### src/rtl/link_rst_pkg.sv
`timescale 1ns/1ps
package link_rst_pkg;

    localparam logic [7:0] OFS_COLD = 8'hA0;
    localparam logic [7:0] OFS_WARM = 8'hA4;
    localparam logic [7:0] OFS_STAT = 8'h90;
    localparam logic [7:0] OFS_EOI  = 8'h98;

    localparam int CMD_BIT      = 0;
    localparam int STAT_RDY_BIT = 5;
    localparam int EOI_RDY_BIT  = 1;

    typedef enum logic [1:0] {
        SEQ_IDLE  = 2'd0,
        SEQ_COLD  = 2'd1,
        SEQ_WARM  = 2'd2,
        SEQ_WATCH = 2'd3
    } seq_state_t;

    typedef struct packed {
        logic go_cold;
        logic go_warm;
        logic ack_rdy;
    } lrs_req_t;

    function automatic int ns_to_cycles(input int mhz, input int ns);
        return (mhz * ns + 999) / 1000;
    endfunction

    function automatic int max_int(input int a, input int b);
        return (a > b) ? a : b;
    endfunction

endpackage

### src/rtl/lrs_decode.sv
`timescale 1ns/1ps
module lrs_decode
    import link_rst_pkg::*;
#(
    parameter int ADDR_W = 8,
    parameter int DATA_W = 32
) (
    input  logic              wr_en,
    input  logic [ADDR_W-1:0] wr_addr,
    input  logic [DATA_W-1:0] wr_data,
    output lrs_req_t          req
);
    always_comb begin
        req         = '0;
        req.go_cold = wr_en && (wr_addr == ADDR_W'(OFS_COLD)) && wr_data[CMD_BIT];
        req.go_warm = wr_en && (wr_addr == ADDR_W'(OFS_WARM)) && wr_data[CMD_BIT];
        req.ack_rdy = wr_en && (wr_addr == ADDR_W'(OFS_EOI))  && wr_data[EOI_RDY_BIT];
    end
endmodule

### src/rtl/lrs_ready_sync.sv
`timescale 1ns/1ps
module lrs_ready_sync #(
    parameter int STAGES = 2
) (
    input  logic clk,
    input  logic rst,
    input  logic async_in,
    output logic sync_out
);
    logic [STAGES-1:0] chain;

    generate
        for (genvar i = 0; i < STAGES; i++) begin : g_stage
            if (i == 0) begin : g_first
                always_ff @(posedge clk) begin
                    if (rst) chain[0] <= 1'b0;
                    else     chain[0] <= async_in;
                end
            end else begin : g_next
                always_ff @(posedge clk) begin
                    if (rst) chain[i] <= 1'b0;
                    else     chain[i] <= chain[i-1];
                end
            end
        end
    endgenerate

    assign sync_out = chain[STAGES-1];
endmodule

### src/rtl/lrs_sequencer.sv
`timescale 1ns/1ps
module lrs_sequencer
    import link_rst_pkg::*;
#(
    parameter int RST_CYC  = 125,
    parameter int SYNC_CYC = 163,
    localparam int CNT_W   = $clog2(max_int(RST_CYC, SYNC_CYC) + 1)
) (
    input  logic       clk,
    input  logic       rst,
    input  lrs_req_t   req,
    input  logic       rdy_s,
    output seq_state_t state,
    output logic       ready_hit
);
    localparam logic [CNT_W-1:0] COLD_LOAD = CNT_W'(RST_CYC - 1);
    localparam logic [CNT_W-1:0] WARM_LOAD = CNT_W'(SYNC_CYC - 1);

    seq_state_t       state_q, state_d;
    logic [CNT_W-1:0] cnt_q, cnt_d;

    always_comb begin
        state_d   = state_q;
        cnt_d     = cnt_q;
        ready_hit = 1'b0;
        unique case (state_q)
            SEQ_IDLE, SEQ_WATCH: begin
                if (req.go_cold) begin
                    state_d = SEQ_COLD;
                    cnt_d   = COLD_LOAD;
                end else if (req.go_warm) begin
                    state_d = SEQ_WARM;
                    cnt_d   = WARM_LOAD;
                end else if (state_q == SEQ_WATCH && rdy_s) begin
                    state_d   = SEQ_IDLE;
                    ready_hit = 1'b1;
                end
            end
            SEQ_COLD, SEQ_WARM: begin
                if (cnt_q == '0) state_d = SEQ_WATCH;
                else             cnt_d   = cnt_q - 1'b1;
            end
            default: state_d = SEQ_IDLE;
        endcase
    end

    always_ff @(posedge clk) begin
        if (rst) begin
            state_q <= SEQ_IDLE;
            cnt_q   <= '0;
        end else begin
            state_q <= state_d;
            cnt_q   <= cnt_d;
        end
    end

    assign state = state_q;
endmodule

### src/rtl/link_reset_ctl.sv
`timescale 1ns/1ps
module link_reset_ctl
    import link_rst_pkg::*;
#(
    parameter int ADDR_W      = 8,
    parameter int DATA_W      = 32,
    parameter int SYS_CLK_MHZ = 125,
    parameter int RESET_NS    = 1000,
    parameter int SYNC_NS     = 1300,
    parameter int SYNC_STAGES = 2
) (
    input  logic              clk,
    input  logic              rst,
    input  logic              wr_en,
    input  logic [ADDR_W-1:0] wr_addr,
    input  logic [DATA_W-1:0] wr_data,
    input  logic [ADDR_W-1:0] rd_addr,
    output logic [DATA_W-1:0] rd_data,
    input  logic              codec_ready,
    output logic              link_rst_n,
    output logic              link_sync,
    output logic              irq_codec_ready
);
    localparam int RST_CYC  = ns_to_cycles(SYS_CLK_MHZ, RESET_NS);
    localparam int SYNC_CYC = ns_to_cycles(SYS_CLK_MHZ, SYNC_NS);

    lrs_req_t   req;
    seq_state_t state;
    logic       rdy_s;
    logic       ready_hit;
    logic       evt_q;

    lrs_decode #(.ADDR_W(ADDR_W), .DATA_W(DATA_W)) u_dec (
        .wr_en   (wr_en),
        .wr_addr (wr_addr),
        .wr_data (wr_data),
        .req     (req)
    );

    lrs_ready_sync #(.STAGES(SYNC_STAGES)) u_rsync (
        .clk      (clk),
        .rst      (rst),
        .async_in (codec_ready),
        .sync_out (rdy_s)
    );

    lrs_sequencer #(.RST_CYC(RST_CYC), .SYNC_CYC(SYNC_CYC)) u_seq (
        .clk       (clk),
        .rst       (rst),
        .req       (req),
        .rdy_s     (rdy_s),
        .state     (state),
        .ready_hit (ready_hit)
    );

    always_ff @(posedge clk) begin
        if (rst)            evt_q <= 1'b0;
        else if (ready_hit) evt_q <= 1'b1;
        else if (req.ack_rdy) evt_q <= 1'b0;
    end

    assign link_rst_n      = (state != SEQ_COLD);
    assign link_sync       = (state == SEQ_WARM);
    assign irq_codec_ready = evt_q;

    always_comb begin
        rd_data = '0;
        if (rd_addr == ADDR_W'(OFS_COLD))      rd_data[CMD_BIT]      = (state == SEQ_COLD);
        else if (rd_addr == ADDR_W'(OFS_WARM)) rd_data[CMD_BIT]      = (state == SEQ_WARM);
        else if (rd_addr == ADDR_W'(OFS_STAT)) rd_data[STAT_RDY_BIT] = evt_q;
    end
endmodule

### config.mk
export PLATFORM = sky130hd
export DESIGN_NAME = link_reset_ctl
export DESIGN_NICKNAME = d
export VERILOG_FILES = /design/src/rtl/link_rst_pkg.sv /design/src/rtl/lrs_decode.sv /design/src/rtl/lrs_ready_sync.sv /design/src/rtl/lrs_sequencer.sv /design/src/rtl/link_reset_ctl.sv
export SDC_FILE = /design/constraint.sdc
export NUM_CORES = 1
export LEC_CHECK = 0
export ABC_AREA = 1
export ABC_CLOCK_PERIOD_IN_PS = 3300
export BUFFER_PORTS_ARGS = -buffer_cell sky130_fd_sc_hd__clkbuf_2
export CORE_UTILIZATION = 44
export DETAILED_ROUTE_END_ITERATION = 12
export PLACE_DENSITY = 0.95
export SLEW_MARGIN = 20
export SYNTH_ARGS = -nofsm -noshare
export SYNTH_HDL_FRONTEND = slang
export SYNTH_SLANG_ARGS = --single-unit
### constraint.sdc
create_clock -name clk -period 3.3 [get_ports clk]
set_input_delay 0.33 -clock clk [delete_from_list [all_inputs] [get_ports clk]]
set_output_delay 0.33 -clock clk [all_outputs]
set_load 0.01 [all_outputs]
# Word level (Yosys, flattened, before mapping)
# Cells that the tools add are included.
# classes
add_sub_neg	1
eq_ne	14
muxes	20
n_reduce_logical	14
# ops
cell	n
$eq A8 B8 Y1 const B	6
$mux W8	3
$pmux W8 S2	1
$mux W1	11
$logic_not A8 Y1	1
$mux W2	4
$sub A8 B1 Y8 const B	1
$logic_and A1 B1 Y1	7
$eq A2 B2 Y1 const B	2
$ne A2 B1 Y1 const B	2
$ne A4 B3 Y1 const B	1
$pmux W2 S2	1
$reduce_and A2 Y1	2
$reduce_or A2 Y1	2
$ne A3 B3 Y1 const B	1
$eq A2 B1 Y1 const B	1
$logic_not A2 Y1	1
$ne A2 B2 Y1 const B	1
$reduce_bool A2 Y1	1
# word_totals
ff_bits	13
inputBits	52
output_inout_bits	35
elab_cells	54

# Longest topological paths before layout
# depth
ltp_word	7
ltp_mapped	11
depth_no_buf	11

# Hierarchy
# A second synthesis with hierarchy kept.
# hier_totals
cells_unflattened	195
hier_area_um2	1196.1
# modules_own_cells
module	instances	cells_each	area_per_inst_um2	seq_area_each_um2
lrs_sequencer	1	110	668.1	200.2
link_reset_ctl	1	61	390.4	20.0
lrs_decode	1	18	82.6	0.0
lrs_ready_sync	1	6	55.1	40.0

# Worst setup path before layout
# No wires, ideal clock.
# synth_timing
kind	register -> register
from	reg u_seq.state_q[0], in the netlist u_seq.state[0]
to	reg u_seq.cnt_q[7]
setup_time_ns	0.112
arrival_time_ns	1.395
required_ns	3.188
slack_ns	1.793
stages_incl_launch_ff	10
n_path_buf	1
period_less_slack_ns	1.507
cell_sequence	dfxtp_1 -> inv_1 -> ha_1 -> buf_2 -> inv_2 -> nand3_2 -> nand2_4 -> nand2_1 -> nor2_1 -> nor2_1
# synth_via
elab_chain_len	4
word_cells_on_any_way	10
cone_classes	eq/ne: 5; mux: 1; reduce/logical: 4
# synth_rtl
element	line	text
from (decl)	lrs_sequencer.sv:19	seq_state_t state_q, state_d;
from (signal assigned)	lrs_sequencer.sv:52	state_q <= state_d;
$eq A2 B2 Y1, or another cell as far along	lrs_sequencer.sv:26	unique case (state_q)
$reduce_or A2 Y1	lrs_sequencer.sv:26	
$ne A3 B3 Y1 (no line) or $ne A2 B2 Y1 (tied branches)	-	
$reduce_and A2 Y1 (no line)	-	
to (signal assigned)	lrs_sequencer.sv:53	cnt_q <= cnt_d;
to (decl)	lrs_sequencer.sv:20	logic [CNT_W-1:0] cnt_q, cnt_d;
# Parallel ways exist; a longest one is shown, timed or not.
# A chain may end at the register's enable or synchronous reset.

# Worst setup path after layout
# Ends and elaborated chain as after synthesis.

==> results.yml <==
status:
  status: "complete, no violations"
timing:
  finalCritPeriodShare_pct: 52.6
  tns_ps: 0
  finalHoldViolations: 0
  rsz0062_at_grt: "no"
  fmax_mhz: 576
  fin_worst_skew_ps: 1.26
  setup_viol: 0
  holdWs_ps: 216
  setup_slack_ps: 1560
  layout_min_cycle_time_ps: 1740
  slew_violations: 0
clocking:
  clock-sinks: 13
  htree_levels: 1
  ctsHoldBuffers: 0
  clock-root-buffer: "clkbuf_4"
  post_cts_resized: 0
  postCtsSetupRepairBufs: 0
  cts_tree: "yes"
  path_clk_slew_ps: 90
  clk_latency_ps: 290
  cts_buffers: 3
  clk_path_buf_depth: 2
cells_and_area:
  n_antenna_cell: 0
  synthToLayoutAreaGrowth_pct: 6.00
  layout_commonest_cell: "nand2_1"
  drive_gt1_share_pct: 18.7
  fin_area_um2: 1280
  nets: 283
  mostFrequentLayoutCells: "nand2_1 (50), nor2_1 (30), conb_1 (30)"
  stdcell_count: 255
floorplan:
  die_w_um: 54.4
  start_util_pct: 47.5
  die_h_um: 54.4
  die-area_um2: 2960
  rows: 18
  coreArea_um2: 2540
  ios: 87
drt:
  drt_wl_total_mm: 2.12
  wl_per_cell_um: 8.32
  firstDrtPassIters: 4
  vias: 1142
  vias_per_cell: 4.48
  route.detailed.drc: 0
  drt_iter0_drc: 26
  drtAntennaViolNets: 0
synthesis:
  synth_warnings: 0
  synthCells: 197
  synth_seq_cells: 13
  syn_area_per_cell_um2: 6.14
  ys_seq_area_share_pct: 21.5
  synth_cell_types: 24
  syn_area_um2: 1210
power:
  peakVddDrop_mv: 0.335
  cellLeakagePower_nw: 0.761
  power.density_nw_per_um2: 739
min_path:
  hold_class: "in2reg"
global_route:
  grt_max_degree: 11
  overflow: 0
  grt_use_total_pct: 17.3
  grt_pass1_wl_mm: 3.70
  grt_pass1_vias: 935
  antenna_found_initial: 0
setup_path:
  endpoint_kind: "flip-flop"
  cp_data_required_time_ps: 3490
  critPathLaunchType: "flip-flop"
  critPathMaxFanout: 9
  critical_path_arrival_ps: 1930
  critical_path_class: "reg2reg"
placement:
  dp.cells: 251
  place_ws_ps: 1570
  dp_hpwl_mm: 1.69
  place.gp.congestion: 0.852
  io_buffers: 26
  place_area_um2: 1260
run:
  cap_violations: 0
[final cells by class]
class	instances	area, um2
multi-input combinational	152	716
tap	30	37.5
clock buffer	4	26.3
timing repair buffer	26	130
sequential	13	260
inverter	30	113
fill	269	1260
[stage by stage]
| stage | util (%) | total power, mW |
|---|---|---|
| after floorplan | - | 0.753 |
| after global placement | 49.4 | 0.817 |
| after detailed placement | 49.4 | 0.840 |
| after CTS | 50.4 | 0.947 |
| after global routing | 50.4 | 1.07 |
| final | 50.4 | 0.948 |
[Yosys cell counts (all sizes together)]
cell type	number	area (um2)
nand2	53	216
nor2	35	154
buf	31	230
inv	29	109
nand3	15	80.1
dfxtp	13	260
ha	5	62.6
o21ai	5	28.8
a21oi	2	10.0
nand3b	2	15.0
nand4	2	18.8
nor4	2	12.5
clkinv	1	3.75
conb	1	3.75
nor3	1	5.00
[registers in the layout, summed over array words and instances, names as in the netlist]
name / flops
u_rsync.sync_out: 1
u_rsync.chain: 1
irq_codec_ready: 1
u_seq.state: 2
u_seq.cnt_q: 8
[routing by layer]
metal  vias up  GRT usage, %  share of wire, %
met2        48          29.9                47
met3         7          2.78               6.3
met5         -             0                 0
met1       488          20.4                44
met4         0          8.97               2.8
li1        599             -                 -
[power breakdown]
part / internal (mW) / leakage (nW) / switching, mW
logic: 0.212 / 0.639 / 0.395
registers: 0.201 / 0.107 / 0.0344
clock network: 0.0471 / 0.0150 / 0.0590
[final timing paths]
| kind | start | to | slack [ps] | cells past startpoint |
|---|---|---|---|---|
| setup / recovery | u_seq.state[0] | u_seq.cnt_q[7] | 1560 | 8 |
| hold / removal | codec_ready | u_rsync.chain[0] | 220 | 3 |
| setup reg to reg | u_seq.state[0] | u_seq.cnt_q[7] | 1560 | 8 |
| hold reg to reg | u_rsync.chain[0] | u_rsync.sync_out | 410 | 2 |
[critical path, stage by stage, from the launching register on]
cell     delay, ps
dfxtp_1        370
inv_1           90
ha_1           430
inv_2          180
nand3_2        190
nand2_4        180
nand2_1         60
nor2_1          90
nor2_1          40
[kinds of logic after synthesis]
logic type	after synthesis	synth area share, %
flops	13	21.5
simple gates	110	41.5
compound gates	7	3.21
other cells	1	0.310
buf+inv	61	28.3
fa+ha+maj	5	5.17
No activity file was read; power rests on OpenSTA's default activity.
